`src/rtl/burst_col_pkg.sv`:
```
package burst_col_pkg;

  localparam int BEAT_W = 3;

  // Final beat index for the selected burst length.
  function automatic logic [BEAT_W-1:0] final_beat(input logic len8);
    return len8 ? 3'd7 : 3'd3;
  endfunction

  // Next low column field: 3-bit wrap for length 8, 2-bit wrap for length 4
  // (bit 2 is then part of the group select and is held).
  function automatic logic [2:0] next_low(input logic [2:0] lo, input logic len8);
    logic [2:0] nx;
    if (len8) nx = lo + 3'd1;
    else      nx = {lo[2], lo[1:0] + 2'd1};
    return nx;
  endfunction

endpackage

```
`src/rtl/burst_seq_ctrl.sv`:
```
module burst_seq_ctrl
  import burst_col_pkg::*;
(
  input  logic              clk,
  input  logic              rst_n,
  input  logic              start_i,
  input  logic              bl8_i,
  output logic              valid_o,
  output logic              last_o,
  output logic              busy_o,
  output logic              accept_o,
  output logic              step_o,
  output logic              len8_o,
  output logic [BEAT_W-1:0] beat_o
);

  logic              valid_q;
  logic              len8_q;
  logic              busy_q;
  logic [BEAT_W-1:0] beat_q;
  logic              reject_w;
  logic              final_w;

  assign accept_o = start_i & ~valid_q;
  assign reject_w = start_i & valid_q;
  assign final_w  = valid_q && (beat_q == final_beat(len8_q));
  assign step_o   = valid_q & ~final_w;

  always_ff @(posedge clk or negedge rst_n) begin
    if (!rst_n) begin
      valid_q <= 1'b0;
      len8_q  <= 1'b0;
      busy_q  <= 1'b0;
      beat_q  <= '0;
    end else begin
      busy_q <= reject_w;
      if (accept_o) begin
        valid_q <= 1'b1;
        len8_q  <= bl8_i;
        beat_q  <= '0;
      end else if (final_w) begin
        valid_q <= 1'b0;
      end else if (valid_q) begin
        beat_q <= beat_q + 1'b1;
      end
    end
  end

  assign valid_o = valid_q;
  assign last_o  = final_w;
  assign busy_o  = busy_q;
  assign len8_o  = len8_q;
  assign beat_o  = beat_q;

endmodule

```
`src/rtl/burst_col_step.sv`:
```
module burst_col_step
  import burst_col_pkg::*;
#(
  parameter int COL_W = 10
) (
  input  logic             clk,
  input  logic             rst_n,
  input  logic             load_i,
  input  logic             step_i,
  input  logic             len8_i,
  input  logic [COL_W-1:0] start_col_i,
  output logic [COL_W-1:0] col_o
);

  localparam int LOW_W = 3;
  localparam int GRP_W = COL_W - LOW_W;

  logic [COL_W-1:0] col_q;
  logic [LOW_W-1:0] low_nx_w;

  assign low_nx_w = next_low(col_q[LOW_W-1:0], len8_i);

  always_ff @(posedge clk or negedge rst_n) begin
    if (!rst_n) begin
      col_q <= '0;
    end else if (load_i) begin
      col_q <= start_col_i;
    end else if (step_i) begin
      col_q <= {col_q[COL_W-1:LOW_W], low_nx_w};
    end
  end

  assign col_o = col_q;

  initial begin
    if (GRP_W < 1) $error("COL_W must be at least 4");
  end

endmodule

```
`src/rtl/burst_col_gen.sv`:
```
module burst_col_gen
  import burst_col_pkg::*;
#(
  parameter int COL_W = 10
) (
  input  logic             clk,
  input  logic             rst_n,
  input  logic             start_i,
  input  logic [COL_W-1:0] start_col_i,
  input  logic             bl8_i,
  output logic [COL_W-1:0] col_o,
  output logic             valid_o,
  output logic             last_o,
  output logic             busy_o
);

  logic              accept_w;
  logic              step_w;
  logic              len8_w;
  logic [BEAT_W-1:0] beat_w;

  burst_seq_ctrl u_ctrl (
    .clk      (clk),
    .rst_n    (rst_n),
    .start_i  (start_i),
    .bl8_i    (bl8_i),
    .valid_o  (valid_o),
    .last_o   (last_o),
    .busy_o   (busy_o),
    .accept_o (accept_w),
    .step_o   (step_w),
    .len8_o   (len8_w),
    .beat_o   (beat_w)
  );

  burst_col_step #(.COL_W(COL_W)) u_step (
    .clk         (clk),
    .rst_n       (rst_n),
    .load_i      (accept_w),
    .step_i      (step_w),
    .len8_i      (len8_w),
    .start_col_i (start_col_i),
    .col_o       (col_o)
  );

endmodule

```
`config.mk`:
```
export PLATFORM = sky130hd
export DESIGN_NAME = burst_col_gen
export DESIGN_NICKNAME = d
export VERILOG_FILES = /design/src/rtl/burst_col_pkg.sv /design/src/rtl/burst_seq_ctrl.sv /design/src/rtl/burst_col_step.sv /design/src/rtl/burst_col_gen.sv
export SDC_FILE = /design/constraint.sdc
export NUM_CORES = 1
export LEC_CHECK = 0
export CAP_MARGIN = 10
export CORE_MARGIN = 5
export CORE_UTILIZATION = 45
export DETAILED_ROUTE_END_ITERATION = 16
export HOLD_SLACK_MARGIN = 0.1
export MAX_ROUTING_LAYER = met4
export PLACE_DENSITY = 0.8
export SYNTH_ARGS = -nofsm -noshare
export SYNTH_HDL_FRONTEND = slang
export SYNTH_HIERARCHICAL = 1
export SYNTH_SLANG_ARGS = --single-unit
```
`constraint.sdc`:
```
create_clock -name clk -period 3.4 [get_ports clk]
set_clock_uncertainty 0.1 [all_clocks]
set_input_delay 0.68 -clock clk [delete_from_list [all_inputs] [get_ports clk]]
set_output_delay 0.68 -clock clk [all_outputs]
set_load 0.01 [all_outputs]
```
# Word-level counts from Yosys, hierarchy flattened
# Cells that the tools add are included.
dict set report word_totals {
  register_bits 16
  latch_bits 0
  mem_bits_rw 0
  romBits 0
  in_bits 14
  out_inout_bits 13
  elab_cells 33
  n_memories 0
}
dict set report classes {
  add_sub_neg 3
  multipliers 0
  div 0
  order_cmp 0
  eq_ne 2
  shift 0
  mux 9
  n_bitwise 5
  reduce_logical 7
}
# cell count
set ops {}
lappend ops {{$mux W3} 6}
lappend ops {{$mux W10} 1}
lappend ops {{$reduce_bool A2 Y1} 4}
lappend ops {{$add A3 B1 Y3 const B} 2}
lappend ops {{$reduce_and A2 Y1} 2}
lappend ops {{$and A1 B1 Y1} 3}
lappend ops {{$eq A3 B3 Y1} 1}
lappend ops {{$add A2 B1 Y2 const B} 1}
lappend ops {{$mux W1} 2}
lappend ops {{$ne A2 B2 Y1 const B} 1}
lappend ops {{$not A1 Y1} 2}
lappend ops {{$logic_and A1 B1 Y1} 1}

# Logic depth before layout (Yosys ltp)
dict set report depth {
  ltp_word 7
  ltp_mapped 6
}

# Hierarchy
# Netlist, hierarchy kept.
# module instances cells_each area_per_inst_um2 seq_area_each_um2
set modules_own_cells {}
lappend modules_own_cells {burst_col_step 1 29 426.7 250.2}
lappend modules_own_cells {burst_seq_ctrl 1 29 307.8 150.1}

# Least setup slack after synthesis
# Ideal clock, no wire load.
dict set report synth_path {
  kind {input-to-reg}
  from {in start_i}
  to {reg u_step.col_q[3], in the netlist u_step/col_o[3]}
  setup_ns 0.125
  arrival_time_ns 1.513
  required_time_ns 3.175
  setup_slack_ns 1.662
  stages 3
  path_buffers 1
  path_cell_list {nor2b_1 buf_6 mux2_4}
}
dict set report synth_between {
  elab_chain_len 1
}
# element line
set synth_lines {}
lappend synth_lines {{start, declared} burst_col_gen.sv:8} ;# input logic start_i,
lappend synth_lines {{$and A1 B1 Y1} burst_seq_ctrl.sv:24} ;# assign accept_o = start_i & ~valid_q;
lappend synth_lines {{end signal, assigned} burst_col_step.sv:27} ;# col_q <= start_col_i;
lappend synth_lines {{end signal, assigned} burst_col_step.sv:29} ;# col_q <= {col_q[COL_W-1:LOW_W], low_nx_w};
lappend synth_lines {{end, declared} burst_col_step.sv:18} ;# logic [COL_W-1:0] col_q;
# Every way passes these cells.
# A chain may end at the register's enable or synchronous reset.

# Worst setup path in the final report
dict set report layout_path {
  from {reg u_ctrl.len8_q, in the netlist u_ctrl/len8_o}
  to {out last_o}
}
dict set report layout_between {
  elab_chain_len 3
}
# element line
set layout_lines {}
lappend layout_lines {{start, declared} burst_seq_ctrl.sv:18} ;# logic len8_q;
lappend layout_lines {{start signal, assigned} burst_seq_ctrl.sv:39} ;# len8_q <= bl8_i;
lappend layout_lines {{$mux W3} burst_col_pkg.sv:7} ;# return len8 ? 3'd7 : 3'd3;
lappend layout_lines {{$eq A3 B3 Y1} burst_seq_ctrl.sv:26} ;# assign final_w = valid_q && (beat_q == final_beat(len8_q));
lappend layout_lines {{$logic_and A1 B1 Y1} burst_seq_ctrl.sv:26}
lappend layout_lines {{end, declared} burst_col_gen.sv:13} ;# output logic last_o,
# Every way passes these cells.

==> summary.txt <==
Layout
  – Leading cell type in the layout, fill and taps excluded: sky130_fd_sc_hd__clkdlybuf4s50_1
  – Nets: 104
  – Most frequent cells in the layout: 26 x sky130_fd_sc_hd__clkdlybuf4s50_1, 16 x sky130_fd_sc_hd__dfrtp_1, 6 x sky130_fd_sc_hd__nand2_1, 4 x sky130_fd_sc_hd__mux2_4
  – Layout cells sized above 1: 13.79%
  – Final Non-Filler Cells: 103
  – Syn-to-layout area delta: 41.91%
  – Diode count: 0

Global routing
  – Initial antenna violation count: 0
  – First-pass GRT wire length: 2359 um
  – Gr usage total: 11.98%
  – Maximum number of pins on one net before global-route repair: 17
  – Number of global-route vias before repair: 546
  – Global route overflow: 0

Place
  – DP Cell Count: 99
  – GPL Wtd Cong: 0.7009
  – Count of port buffers added during placement: 26
  – Estimated wirelength of the detail-placed design: 1064 um

Synthesis
  – Synthesized Nets: 74
  – Average cell area after synthesis: 12.66 sq um
  – Synthesized netlist cell count: 58
  – Number of synthesized register bits: 16
  – Cell variety after synth: 25
  – Sequential share of the synthesized area: 54.51%
  – Area of the mapped netlist: 734.5 sq um
  – Count of synthesis-stage warnings from yosys: 6

Timing
  – Final critical delay including setup and external delays: 2.554 ns
  – Final-report max-slew violation count: 0
  – Min Hold Slack: 0.4171 ns
  – RSZ-0062 raised after global routing: false
  – Setup Viol. Count Final: 0
  – Number of failing hold endpoints at the final stage: 0
  – Measured slew at the worst slew-check pin: 0.6954 ns
  – Total Neg Setup Slack: 0 ns
  – Final critical-path share of the clock period: 75.10%
  – Max transition margin: 53.49%
  – Top achievable clock speed: 0.3916 GHz

Worst setup path
  – Worst Setup Path Type: reg2out
  – CP top delay family: buffers and inverters
  – Number of cells traversed by the worst register-to-register path: 6
  – Worst endpoint data arrival time: 1.77 ns
  – Cell with the largest stage delay on the worst path: sky130_fd_sc_hd__clkdlybuf4s50_1
  – Endpoint class of the critical path: primary output
  – Capture point of the worst reg-to-reg path: u_step/col_o[2]
  – Max incr delay on CP: 0.53 ns
  – Setup crit start kind: flop
  – Total buffers and inverters traversed by the critical path: 1
  – Startpoint of the most critical register-to-register path: u_ctrl/len8_o
  – Cell-by-cell trace of the critical path: xnor2_1 -> and3_1 -> clkdlybuf4s50_1
  – Largest driver fanout on the critical path: 6
  – Required @ worst endpoint: 2.62 ns
  – Register-to-register setup slack: 1.74 ns

Clock tree
  – CTS tree: yes
  – Clk pin slew, worst setup/hold paths: 0.09 ns
  – Maximum root-to-sink buffer count: 2
  – Source-to-sink clock delay at the later pin of the worst-skew pair: 0.28 ns
  – Cell chosen for the clock root: sky130_fd_sc_hd__clkbuf_4
  – Post-CTS resize count: 0
  – Number of buffers added by the clock tree synthesis step: 3
  – CTS sink cnt: 16
  – Setup repair bufs after CTS: 0
  – Maximum level of the CTS H-tree: 1
  – Hold_buf cts: 0

Floorplan
  – Horizontal die dimension: 50.40 um
  – Initial core utilization: 48.19%
  – Die span in y: 50.40 um
  – Core ar.: 1524 sq um
  – Die outline area: 2540 sq um
  – Number of placement rows: 14
  – Boundary Pins: 27

Min path
  – Hold path startpoint: u_step/col_o[4]
  – Type of the most critical hold path: reg2reg
  – End point of the most critical hold path: u_step/col_o[4]
  – Number of stages on the worst hold path: 1

Detailed routing
  – Routed via count divided by cell count: 5.165
  – Pre-Repair DR Iteration Count: 4
  – # DRC: 0
  – Final Routed Wirelength: 1381 um
  – DRT iter0 DRCs: 6
  – Number of antenna-violating nets in the routed design: 0
  – Wire per inst: 13.41 um
  – Total number of vias: 532

Run
  – Max-cap violations: 0

Power
  – Power density over cell area: 906.3 nW/um^2
  – Total leakage power: 0.4479 nW
  – IR drop worst, VDD: 0.4576 mV
  – Overall power after layout: 0.0009446 W

Status
  – Result of the run: complete, no violations
==> kinds of logic (layout without fill, tap and decap cells) <==
| logic type | after synthesis | count (layout) | synth area share (%) |
|---|---|---|---|
| flops | 16 | 16 | 54.51 |
| compound gates | 7 | 7 | 5.962 |
| xor+xnor | 3 | 3 | 3.578 |
| buf+inv | 2 | 31 | 2.214 |
| fa+ha+maj | 2 | 2 | 3.407 |
| mux | 10 | 10 | 17.21 |
| simple gates | 18 | 18 | 13.12 |
==> metrics by stage <==
stage	worst slack (ns)	util (%)	instance area (sq um)
final	0.8465	68.39	1042
after global routing	0.6952	68.39	1042
after CTS	0.8277	68.39	1042
after detailed placement	1.157	66.01	1006
after global placement	1.189	66.01	1006
after floorplan	1.662	-	734.5
==> sequential cells by signal (all words and copies together), names as in the netlist <==
name	count
u_ctrl/busy_o	1
u_step/col_o	10
u_ctrl/valid_o	1
u_ctrl/beat_o	3
u_ctrl/len8_o	1
==> area by class of cell <==
class | count | area, sq um
fillers | 116 | 481.7
flip-flops and latches | 16 | 400.4
well taps | 16 | 20.02
multi-input cells | 40 | 317.8
clock buffers | 4 | 36.28
repair buffers | 27 | 267.8
==> worst max path at each step <==
stage / startpoint / to / slack, ns / depth (start not counted)
5_1_grt: u_ctrl/len8_o / last_o / 0.70 / 3
2_1_floorplan: start_i / u_step/col_o[3] / 1.66 / 3
4_1_cts: u_ctrl/len8_o / last_o / 0.83 / 3
3_3_place_gp: u_ctrl/beat_o[2] / last_o / 1.19 / 3
3_5_place_dp: u_ctrl/len8_o / last_o / 1.16 / 3
6_report: u_ctrl/len8_o / last_o / 0.85 / 3
==> routing by layer <==
layer	vias to the layer above	part of all wire, %	global-route usage (%)
li1	263	-	-
met1	259	47	15.89
met2	10	50	18.83
met3	0	3.1	1.775
met4	0	0	3.830
met5	-	0	-
==> report_power, final <==
group          switching, W  total [W]  internal [W]
clock             0.0000564   0.000121     0.0000651
combinational      0.000180   0.000465      0.000285
sequential        0.0000739   0.000358      0.000284
==> Yosys cell counts, drive strengths merged <==
| master | number | share of area [%] |
|---|---|---|
| and2 | 3 | 2.6 |
| xor2 | 1 | 1.2 |
| buf | 2 | 2.2 |
| mux2 | 9 | 16 |
| o21ai | 3 | 2.0 |
| nand2 | 6 | 3.1 |
| nand3 | 2 | 1.4 |
| nor2b | 1 | 0.85 |
| xnor2 | 2 | 2.4 |
| nor2 | 1 | 0.51 |
| o211ai | 1 | 1.0 |
| nand4 | 2 | 1.7 |
| a22o | 1 | 1.2 |
| dfrtp | 16 | 55 |
| and3 | 1 | 0.85 |
| a21oi | 1 | 0.68 |
| ha | 2 | 3.4 |
| nor3b | 1 | 1.0 |
| mux2i | 1 | 1.4 |
| a21o | 1 | 1.0 |
| or3b | 1 | 1.2 |
Note: power is estimated with default switching activity, not from simulation.
